===== config.mk =====
export PLATFORM = sky130hd
export DESIGN_NAME = nand_bus_decoder
export DESIGN_NICKNAME = d
export VERILOG_FILES = /design/src/rtl/nand_bus_decoder.sv
export SDC_FILE = /design/constraint.sdc
export NUM_CORES = 1
export LEC_CHECK = 0
export ABC_AREA = 1
export BUFFER_PORTS_ARGS = -buffer_cell sky130_fd_sc_hd__buf_2
export CAP_MARGIN = 20
export CORE_ASPECT_RATIO = 0.9
export CORE_MARGIN = 8
export CORE_UTILIZATION = 35
export CTS_CLUSTER_DIAMETER = 60
export DETAILED_ROUTE_END_ITERATION = 10
export PLACE_DENSITY = 0.52
export SYNTH_ARGS = -nofsm -noshare
export SYNTH_HDL_FRONTEND = slang
export SYNTH_SLANG_ARGS = --single-unit

===== constraint.sdc =====
create_clock -name clk -period 2.2 [get_ports clk]
set_clock_uncertainty 0.15 [all_clocks]
set_input_delay 0.11 -clock clk [delete_from_list [all_inputs] [get_ports clk]]
set_output_delay 0.11 -clock clk [all_outputs]
set_load 0.005 [all_outputs]

===== src/rtl/nand_bus_decoder.sv =====
module nand_bus_decoder #(
  parameter int FILT_LEN   = 2,
  parameter int ADDR_BYTES = 4,
  localparam int AW = 8 * ADDR_BYTES,
  localparam int CW = $clog2(ADDR_BYTES + 1),
  localparam int FW = $clog2(FILT_LEN + 1)
) (
  input  logic          clk,
  input  logic          rst_n,
  input  logic          chip_en_n,
  input  logic          cmd_latch,
  input  logic          addr_latch,
  input  logic          wr_strobe_n,
  input  logic          rd_strobe_n,
  input  logic          wr_protect_n,
  input  logic [7:0]    io_bus,
  output logic          cmd_valid,
  output logic [7:0]    cmd_byte,
  output logic          addr_valid,
  output logic [AW-1:0] addr,
  output logic          data_valid,
  output logic [7:0]    data_byte,
  output logic [1:0]    read_src,
  output logic          wp_violation,
  output logic          addr_overflow
);

  // strobe group index: 2 = chip enable, 1 = write, 0 = read
  logic [2:0] st_m, st_s, st_f;
  logic [2:0] lt_m, lt_s;
  logic [7:0] io_m, io_s;
  logic [FW-1:0] fcnt [3];
  logic we_prev;
  logic [CW-1:0] addr_cnt;
  logic [AW-1:0] addr_buf;

  always_ff @(posedge clk or negedge rst_n)
    if (!rst_n) begin
      st_m <= 3'b111; st_s <= 3'b111;
      lt_m <= 3'b000; lt_s <= 3'b000;
      io_m <= '0;     io_s <= '0;
    end else begin
      st_m <= {chip_en_n, wr_strobe_n, rd_strobe_n}; st_s <= st_m;
      lt_m <= {cmd_latch, addr_latch, wr_protect_n}; lt_s <= lt_m;
      io_m <= io_bus; io_s <= io_m;
    end

  for (genvar g = 0; g < 3; g++) begin : g_filt
    always_ff @(posedge clk or negedge rst_n)
      if (!rst_n) begin
        st_f[g] <= 1'b1;
        fcnt[g] <= '0;
      end else if (st_s[g] == st_f[g]) begin
        fcnt[g] <= '0;
      end else if (fcnt[g] == FW'(FILT_LEN - 1)) begin
        st_f[g] <= st_s[g];
        fcnt[g] <= '0;
      end else begin
        fcnt[g] <= fcnt[g] + 1'b1;
      end
  end

  wire ce_f   = st_f[2];
  wire we_f   = st_f[1];
  wire re_f   = st_f[0];
  wire we_s   = st_s[1];
  wire cle_s  = lt_s[2];
  wire ale_s  = lt_s[1];
  wire wp_s   = lt_s[0];

  wire we_rise  = we_f & ~we_prev;
  wire bus_ok   = we_rise & ~ce_f & re_f;
  wire cyc_cmd  = bus_ok & cle_s & ~ale_s;
  wire cyc_addr = bus_ok & ale_s & ~cle_s;
  wire cyc_data = bus_ok & ~ale_s & ~cle_s & wp_s;
  wire is_mod   = (io_s == 8'h80) || (io_s == 8'h60) || (io_s == 8'h85);

  always_ff @(posedge clk or negedge rst_n)
    if (!rst_n) begin
      we_prev <= 1'b1;
      cmd_valid <= 1'b0; addr_valid <= 1'b0; data_valid <= 1'b0;
      wp_violation <= 1'b0; addr_overflow <= 1'b0;
      cmd_byte <= '0; data_byte <= '0; addr <= '0; addr_buf <= '0;
      addr_cnt <= '0; read_src <= 2'd0;
    end else begin
      we_prev <= we_f;
      cmd_valid <= 1'b0; addr_valid <= 1'b0; data_valid <= 1'b0;
      wp_violation <= 1'b0; addr_overflow <= 1'b0;
      if (ce_f) begin
        addr_cnt <= '0;
      end else if (cyc_cmd) begin
        addr_cnt <= '0;
        if (is_mod && !wp_s) begin
          wp_violation <= 1'b1;
        end else begin
          cmd_valid <= 1'b1;
          cmd_byte  <= io_s;
          case (io_s)
            8'h00:   read_src <= 2'd0;
            8'h70:   read_src <= 2'd1;
            8'h90:   read_src <= 2'd2;
            8'hED:   read_src <= 2'd3;
            default: ;
          endcase
        end
      end else if (cyc_addr) begin
        if (addr_cnt == CW'(ADDR_BYTES)) begin
          addr_overflow <= 1'b1;
        end else begin
          addr_buf[8*int'(addr_cnt) +: 8] <= io_s;
          addr_cnt <= addr_cnt + 1'b1;
          if (addr_cnt == CW'(ADDR_BYTES - 1)) begin
            addr_valid <= 1'b1;
            addr <= {io_s, addr_buf[AW-9:0]};
          end
        end
      end else if (cyc_data) begin
        data_valid <= 1'b1;
        data_byte  <= io_s;
      end
    end

endmodule



==> out/qor.csv, run 1 <==
stage,metric,value,unit
outcome,status,completed,
setup_path,crit_chain,inv_1 -> ha_1 -> ha_1 -> inv_1 -> nor3_1 -> nand2_4 -> nand2_1 -> o21ai_1,
power_and_ir_drop,power.leakage,3.21,nW
timing,fin_hold_ws,108,ps
drt,drt_pass1_iterations,4,
drt,drtIter0Drc,195,
setup_path,crit_fanout,16,
power_and_ir_drop,ir_drop,0.500,mV
logic_synthesis,synth-seq-cells,120,
cts,clk_latency,420,ps
timing,maxSlewHeadroom,58.7,%
cells_and_area,drive_gt1_share,25.9,%
die,core,13200,µm²
global_route,grt_pass1_vias,3384,
global_route,grt_use_met2,18.8,%
global_route,grt_util_met3,4.00,%
timing,max_clock_freq,508,MHz
global_route,gr-max-usage-layer,met2,
cells_and_area,layout.cells.non_filler,748,
cells_and_area,antenna_cells,0,
global_route,met1_usage,15.9,%
drt,avgRoutedWirePerCell,13.3,µm
worst_hold_path,holdCritPathClass,input port to async pin,
cts,clockBufferDepth,2,
timing,finalSetupTns,0,ps
setup_path,max_stage_delay,390,ps
timing,fin_crit,1970,ps
global_route,grt_max_degree,47,
place,dp_hpwl,6840,µm
die,initial_core_util,35.4,%
cts,path_clk_slew,50,ps
die,fp.dieW,138,µm
drt,vias,3260,
cts,cts_root_buffer,clkbuf_16,
drt,routed_via_density,4.36,
drt,drc,0,
cts,cts_buffers,17,
cells_and_area,syn_to_final_growth,28.4,%
flow_run,max_cap_viol_count,0,
place,io_buffers,70,
logic_synthesis,netlist-cell-type-count,26,
setup_path,cp-end-kind,flop,
drt,drt_wl_total,9940,µm
logic_synthesis,synthFlopType,dfrtp_1,
setup_path,cpMaxStageDelayCell,dfrtp_1,
place,place_congestion,0.761,
cells_and_area,final.fill_count,1310,
power_and_ir_drop,powerDensity,1020,nW/µm²
timing,setup_ws,230,ps
cts,h-tree-depth,4,
logic_synthesis,syn_avg_cell_area,9.96,µm²
timing,finalHoldViolCount,0,
die,ios,71,
logic_synthesis,syn_area,4670,µm²
setup_path,crit_required,2350,ps
logic_synthesis,synth_edf_count,0,
cts,clock_sinks,120,
timing,tightestPinTransition,619,ps
drt,antenna_left,0,
setup_path,cp-start-kind,flop,
logic_synthesis,ys_warn_count,0,
logic_synthesis,netlist_instances,469,
global_route,grt_overflow,0,
timing,rsz0062_at_grt,no,
power_and_ir_drop,power.total,6.11,mW
place,post-place-ws,181,ps
logic_synthesis,synthArstFlopShare,100,%
cts,cts_tree,built,
die,die-area,17300,µm²
place,dp.cells,700,
global_route,grt_pass1_wl,16700,µm
die,rows,40,
timing,slew_violations,0,
timing,period_share,89.5,%
setup_path,critPathKind,flop to flop,
setup_path,arrival,2120,ps
timing,setup_viol,0,
die,chipHeight,126,µm
global_route,grt_use_total,12.6,%
logic_synthesis,yosysSeqAreaShare,64.5,%
global_route,antenna_found_initial,0,
cells_and_area,layout.nets,588,
logic_synthesis,syn_nets,490,
placed cells by master (no fill, tap or decap), types with 2 or more instances in the layout:
cell / count
mux2i_1: 2
buf_2: 69
clkbuf_16: 17
inv_1: 34
o21ai_1: 8
buf_12: 3
clkinv_2: 3
dlygate4sd3_1: 15
nand2_2: 2
dfrtp_1: 110
xnor2_1: 3
o21ai_0: 18
nand3_1: 13
nand2_4: 5
buf_4: 7
nor2_1: 26
clkbuf_8: 3
nand2_1: 187
nor3_1: 6
bufinv_16: 3
o21ai_2: 16
dfstp_2: 10
ha_1: 5
clkinvlp_4: 5
where the power goes:
part,leakage [nW],internal (mW),switching [mW]
combinational,1.35,0.258,0.323
sequential,1.57,2.50,0.191
clock,0.287,1.86,0.970
area by class of cell:
type | count | area [µm²] | area share (%)
Sequential cell | 120 | 3020 | 50.3
Multi-Input combinational cell | 299 | 1420 | 23.6
Clock buffer | 21 | 470 | 7.84
Timing Repair Buffer | 94 | 608 | 10.1
Inverter | 35 | 133 | 2.21
Clock inverter | 11 | 146 | 2.44
Tap cell | 168 | 210 | 3.50
layer usage:
metal	part of all wire, %	vias up	wire length [µm]
li1	-	1658	-
met1	47	1522	4680
met2	45	63	4500
met3	5.5	17	542
met4	2.2	0	218
met5	0	-	0
metrics by stage:
step	util [%]	cell area (µm²)
floorplan	-	4670
global placement	39.5	5210
detailed placement	39.5	5210
CTS	45.3	5980
global route	45.4	6000
finish	45.4	6000
registers in the layout, indices dropped and copies added (netlist names), 2 cells and up:
name / count
addr: 32
addr_buf: 24
cmd_byte: 8
data_byte: 8
io_m: 8
io_s: 8
fcnt: 6
addr_cnt: 3
lt_m: 3
lt_s: 3
st_m: 3
st_s: 3
read_src: 2
worst max-delay path, delay by kind of cell (launching register included):
family          cells  cell delay (ps)
simple gates        3              570
fa+ha+maj           2              530
compound gates      1               60
buf+inv             2              160
flops               1              390
synth_stat cells (2+ instances only):
cell type	count	area, µm²
nand2_1	187	702
dfrtp_1	110	2750
inv_1	34	128
nor2_1	26	97.6
o21ai_0	18	90.1
o21ai_2	16	140
nand3_1	13	65.1
buf_2	10	50.1
dfstp_2	10	263
o21ai_1	8	40.0
nor3_1	6	30.0
buf_6	5	56.3
ha_1	5	62.6
nand2_4	5	56.3
xnor2_1	3	26.3
mux2i_1	2	20.0
nand2_2	2	12.5
logic make-up after synthesis:
family	synth area share (%)
xor+xnor	0.563
compound gates	6.08
buf+inv	5.11
mux	0.429
fa+ha+maj	1.34
simple gates	21.9
flops	64.5
path summary, 6_finish.rpt:
kind                                   from            to  slack (ps)  cells past startpoint
worst max-delay path            addr_cnt[0]  addr_buf[10]         230                      8
worst min-delay path                  rst_n       fcnt[1]         110                      2
worst max register to register  addr_cnt[0]  addr_buf[10]         230                      8
worst min register to register      io_m[6]       io_s[6]         200                      0
max in group asynchronous             rst_n       addr[3]        1160                      3
min in group clk                  io_bus[3]       io_m[3]         170                      2
timing repair:
item | 4_1_cts | 5_1_grt
endpoints found under the setup margin | 0 | 8
setup buffers | 0 | 1
resized for setup | 0 | 0
hold endpoints to repair | 58 | 0
hold buffers | 15 | 0
Power figures use the tool's default switching activity.
==> inputs of run 2 (changes only) <==
--- a/config.mk
+++ b/config.mk
@@ -12,6 +12,6 @@
 export CORE_MARGIN = 8
-export CORE_UTILIZATION = 35
+export CORE_UTILIZATION = 56
 export CTS_CLUSTER_DIAMETER = 60
 export DETAILED_ROUTE_END_ITERATION = 10
-export PLACE_DENSITY = 0.52
+export PLACE_DENSITY = 0.77
 export SYNTH_ARGS = -nofsm -noshare
==> constraint.sdc (replaced) <==
create_clock -name clk -period 2.2 [get_ports clk]
set_clock_uncertainty 0.15 [all_clocks]
set_input_delay 0.55 -clock clk [delete_from_list [all_inputs] [get_ports clk]]
set_output_delay 0.55 -clock clk [all_outputs]
set_load 0.005 [all_outputs]
==> run 2 against run 1 <==
Against the previous run:
- final cell count fell by 9.9%
- clock power down 11%
- critical path depth unchanged
- design area is 3.6% lower
- first-iteration DRC count is 0.51% higher
- sequential share of layout area is 1.9 points higher
- wire length down 1.2%
- sequential cell count unchanged
- largest power group is now registers
- highest routed layer unchanged
==> out/qor.csv, run 2 (synthesis results as in run 1) <==
stage,metric,value,unit
die,fp.dieW,112,µm
timing,setup_viol,0,
cells_and_area,layout.nets,583,
drt,antenna_left,0,
die,ios,71,
timing,slew_violations,0,
global_route,grt_pass1_vias,3531,
global_route,grt_overflow,0,
place,dp_hpwl,6230,µm
setup_path,cp-end-kind,flop,
setup_path,max_stage_delay,400,ps
cells_and_area,layout_common_cells,"nand2_1 (187), dfrtp_1 (110), buf_2 (69), inv_1 (34), nor2_1 (26)",
power_and_ir_drop,powerDensity,1000,nW/µm²
global_route,grt_use_total,18.5,%
drt,vias,3359,
global_route,antenna_found_initial,0,
die,core,8070,µm²
drt,avgRoutedWirePerCell,14.6,µm
drt,routed_via_density,4.98,
die,initial_core_util,57.9,%
setup_path,cp-start-kind,flop,
cells_and_area,final_common_cell,nand2_1,
cells_and_area,largest_register_ffs,32,
place,place_congestion,0.872,
outcome,status,completed,
timing,finalHoldViolCount,0,
power_and_ir_drop,power.leakage,3.16,nW
timing,rsz0062_at_grt,no,
cts,path_clk_slew,50,ps
drt,drtIter0Drc,196,
cells_and_area,largestRegisters,"addr: 32 flops, addr_buf: 24 flops",
timing,maxSlewHeadroom,57.0,%
cells_and_area,drive_gt1_share,25.0,%
setup_path,path_buf_inv,2,
drt,drt_pass1_iterations,4,
cells_and_area,antenna_cells,0,
cts,cts_tree,built,
cts,cts_buffers,17,
worst_hold_path,holdCritPathClass,flop to flop,
die,die-area,11500,µm²
timing,finalSetupTns,0,ps
timing,period_share,96.9,%
setup_path,critPathKind,flop to flop,
drt,drc,0,
cts,clock_sinks,120,
die,chipHeight,103,µm
drt,drt_wl_total,9830,µm
cells_and_area,syn_to_final_growth,23.9,%
global_route,grt_max_degree,121,
setup_path,arrival,2360,ps
cts,h-tree-depth,4,
setup_path,crit_fanout,16,
cells_and_area,largest_register,addr,
cts,clk_latency,500,ps
cts,cts_resized,0,
cells_and_area,stdcell_area,5790,µm²
cts,clockBufferDepth,2,
setup_path,crit_chain,inv_1 -> ha_1 -> ha_1 -> inv_1 -> nor3_1 -> nand2_2 -> nand2_1 -> o21ai_2,
timing,tightestPinTransition,645,ps
place,dpl-instance-area,5080,µm²
cells_and_area,final.fill_count,574,
timing,max_clock_freq,469,MHz
flow_run,max_cap_viol_count,0,
setup_path,cpMaxStageDelayCell,dfrtp_1,
die,rows,31,
power_and_ir_drop,ir_drop,0.734,mV
global_route,grt_pass1_wl,16700,µm
cts,cts_root_buffer,clkbuf_8,
setup_path,crit_family,simple AND/OR/NAND/NOR gates,
place,io_buffers,70,
timing,fin_crit,2130,ps
setup_path,crit_required,2430,ps
## run 2: metrics by stage
stage / power [mW] / util [%] / hold slack (ps) / setup slack (ps) / instances
after global routing: 6.07 / 71.7 / 201 / 2.72 / 674
after floorplan: 3.01 / - / 104 / 323 / 469
after detailed placement: 3.29 / 63.0 / 185 / 122 / 627
final: 5.80 / 71.7 / 196 / 68.3 / 674
after global placement: 3.25 / 63.0 / 183 / 270 / 627
after CTS: 5.85 / 71.6 / 2.06 / 87.3 / 673
## run 2: where the power goes
group / switching (mW) / internal [mW] / total [mW]
clock: 0.912 / 1.60 / 2.51
sequential: 0.190 / 2.50 / 2.69
combinational: 0.339 / 0.253 / 0.592
## run 2: final timing paths
path                            slack [ps]  depth (start not counted)           end         from
worst max-delay path                    70                          8  addr_buf[19]  addr_cnt[0]
worst max register to register          70                          8  addr_buf[19]  addr_cnt[0]
max in group asynchronous              900                          3  addr_buf[23]        rst_n
worst min register to register         200                          0       lt_s[1]      lt_m[1]
worst min-delay path                   200                          0       lt_s[1]      lt_m[1]
min in group asynchronous              470                          3    addr_valid        rst_n
## run 2: layer usage
layer | wire (µm) | share of wire [%] | global-route usage [%] | vias up
li1 | - | - | - | 1645
met1 | 4170 | 42 | 20.8 | 1614
met2 | 4800 | 49 | 31.2 | 89
met3 | 789 | 8.0 | 8.08 | 11
met4 | 68 | 0.69 | 6.21 | 0
met5 | 0 | 0 | 0 | -
## run 2: area by class of cell
class	count	area [µm²]	share of cell area, %
Clock buffer	23	477	8.24
Clock inverter	9	75.1	1.30
Inverter	35	133	2.29
Multi-Input combinational cell	299	1420	24.5
Sequential cell	120	3020	52.1
Tap cell	99	124	2.14
Timing Repair Buffer	89	546	9.43
## run 2: worst register-to-register path, cell delays in order (launching register included)
cell and delay [ps]:
dfrtp_1 400, inv_1 110, ha_1 240, ha_1 300
inv_1 60, nor3_1 240, nand2_2 270, nand2_1 170
o21ai_2 60
## run 2: repair_timing
item,CTS,global route
hold endpoints to repair,14,4
hold buffers,14,1
setup buffers,0,0
==> inputs of run 3 (changes only) <==
CTS_CLUSTER_SIZE = 12   (was not set)
PLACE_DENSITY = 0.79   (was 0.77)
SKIP_LAST_GASP = 1   (was not set)
==> run 3 against run 2 <==
Against the previous run:
- non-clock buffer count grew 5
- critical endpoint is now addr_buf[12]
- die area stayed put
- largest power group unchanged
- global-route usage is 0.48 points lower
- clock power increased by 2%
- worst hold slack got worse by 0.87 ps
- critical path depth did not move
- wire length is essentially flat
- via count is 1.2% higher
- design area grew 0.99%
- utilization grew 0.71 points
- highest routed layer unchanged
==> out/qor.csv, run 3 (synthesis results as in run 1) <==
stage,metric,value,unit
die,core,8070,µm²
global_route,met1_usage,21.1,%
die,fp.dieW,112,µm
cts,cts_root_buffer,clkbuf_8,
cts,path_clk_slew,50,ps
place,io_buffers,70,
drt,avgRoutedWirePerCell,14.5,µm
timing,period_share,89.3,%
cells_and_area,layout_common_cells,"nand2_1 (187), dfrtp_1 (110), buf_2 (69), inv_1 (34), nor2_1 (26)",
cells_and_area,stdcell_area,5840,µm²
cells_and_area,antenna_cells,0,
setup_path,arrival,2200,ps
timing,tightestPinTransition,560,ps
die,ios,71,
place,dpl-instance-area,5120,µm²
cells_and_area,multi_input_area,1430,µm²
global_route,grt_util_met3,7.03,%
global_route,grt_max_degree,44,
setup_path,r2r_end,addr_buf[12],
cts,cts_tree,built,
drt,drt_pass1_iterations,4,
cells_and_area,seqCellArea,3020,µm²
timing,slew_violations,0,
setup_path,cp-start-kind,flop,
power_and_ir_drop,netSwitchingFraction,24.8,%
timing,maxSlewHeadroom,62.6,%
die,die-area,11500,µm²
global_route,gr-max-usage-layer,met2,
cts,clock_sinks,120,
timing,rsz0062_at_grt,no,
die,rows,31,
cts,h-tree-depth,4,
place,place_congestion,0.843,
cells_and_area,layout.cells.non_filler,680,
global_route,grt_pass1_wl,16400,µm
place,dp.cells,632,
global_route,grt_pass1_vias,3495,
cts,clockBufferDepth,2,
setup_path,reg2reg_from,addr_cnt[0],
flow_run,max_cap_viol_count,0,
timing,finalSetupTns,0,ps
timing,fin_crit,1970,ps
cells_and_area,syn_to_final_growth,25.1,%
setup_path,cp-end-kind,flop,
power_and_ir_drop,power.leakage,3.19,nW
global_route,antenna_found_initial,0,
global_route,grt_use_met2,30.2,%
worst_hold_path,holdCritPathClass,flop to flop,
timing,setup_viol,0,
setup_path,rr_worst_depth,8,
die,chipHeight,103,µm
timing,max_clock_freq,509,MHz
outcome,status,completed,
cells_and_area,final_common_cell,nand2_1,
power_and_ir_drop,p_int,4.40,mW
power_and_ir_drop,power.total,5.85,mW
power_and_ir_drop,p_clk_share,43.7,%
global_route,grt_use_total,18.0,%
cells_and_area,largest_register,addr,
cells_and_area,largest_register_ffs,32,
drt,vias,3399,
power_and_ir_drop,powerDensity,1000,nW/µm²
cells_and_area,drive_gt1_share,25.8,%
worst_hold_path,hp-start,io_m[0],
cells_and_area,largestRegisters,"addr: 32 flops, addr_buf: 24 flops",
power_and_ir_drop,p_sw,1.45,mW
setup_path,critPathKind,flop to flop,
power_and_ir_drop,ir_drop,0.841,mV
global_route,grt_overflow,0,
timing,finalHoldViolCount,0,
setup_path,r2r_slack,230,ps
cells_and_area,final.fill_count,553,
worst_hold_path,hold_path_depth,0,
setup_path,crit_required,2440,ps
drt,routed_via_density,5.00,
place,dp_hpwl,6320,µm
cts,clk_latency,500,ps
drt,drc,0,
die,initial_core_util,57.9,%
power_and_ir_drop,combPwrFrac,10.3,%
power_and_ir_drop,p_seq_share,46.0,%
setup_path,crit_fanout,16,
drt,antenna_left,0,
cells_and_area,layout.nets,589,
drt,drt_wl_total,9830,µm
drt,drtIter0Drc,227,
cts,cts_buffers,17,
worst_hold_path,whs_endpoint,io_s[0],
run 3: power groups by stage:
stage	sequential [mW]	combinational (mW)	clock [mW]
finish	2.69	0.601	2.56
CTS	2.69	0.610	2.58
global route	2.72	0.697	2.68
global placement	2.71	0.549	0
detailed placement	2.72	0.577	0
floorplan	2.68	0.337	0
run 3: layer usage:
metal | up-vias | routed length (µm)
li1 | 1655 | -
met5 | - | 0
met2 | 82 | 4750
met4 | 0 | 117
met1 | 1649 | 4380
met3 | 13 | 583
run 3: worst max-delay path by stage:
stage	start	endpoint	slack [ps]
2_1_floorplan	addr_cnt[0]	addr_buf[14]	320
6_report	addr_cnt[0]	addr_buf[12]	230
3_5_place_dp	addr_cnt[0]	addr_buf[20]	200
5_1_grt	addr_cnt[0]	addr_buf[6]	70
4_1_cts	addr_cnt[0]	addr_buf[18]	160
3_3_place_gp	addr_cnt[0]	addr_buf[20]	270
run 3: area by class of cell:
type	count	area share [%]
Clock buffer	25	8.46
Sequential cell	120	51.6
Multi-Input combinational cell	300	24.4
Clock inverter	7	1.13
Timing Repair Buffer	94	9.98
Inverter	35	2.27
Tap cell	99	2.12
run 3: repair_timing:
| action | in CTS | in global routing |
|---|---|---|
| hold endpoints to repair | 48 | 0 |
| hold buffers | 15 | 0 |
| resized for setup | 0 | 2 |
| endpoints found under the setup margin | 0 | 8 |
| buffers inserted | 0 | 0 |
run 3: stage by stage:
| stage | util, % | setup WS [ps] | hold slack [ps] |
|---|---|---|---|
| 4_1_cts | 72.3 | 160 | 197 |
| 3_3_place_gp | 63.5 | 273 | 182 |
| 5_1_grt | 72.4 | 72.3 | 202 |
| 6_report | 72.4 | 234 | 195 |
| 3_5_place_dp | 63.5 | 202 | 185 |
| 2_1_floorplan | - | 323 | 104 |
run 3: critical path, cell delays in order (launching register included):
cell     delay [ps]
dfrtp_1         380
inv_1           100
ha_1            230
ha_1            300
inv_1            60
nor3_1          300
nand2_4         170
nand2_1         100
o21ai_1          60
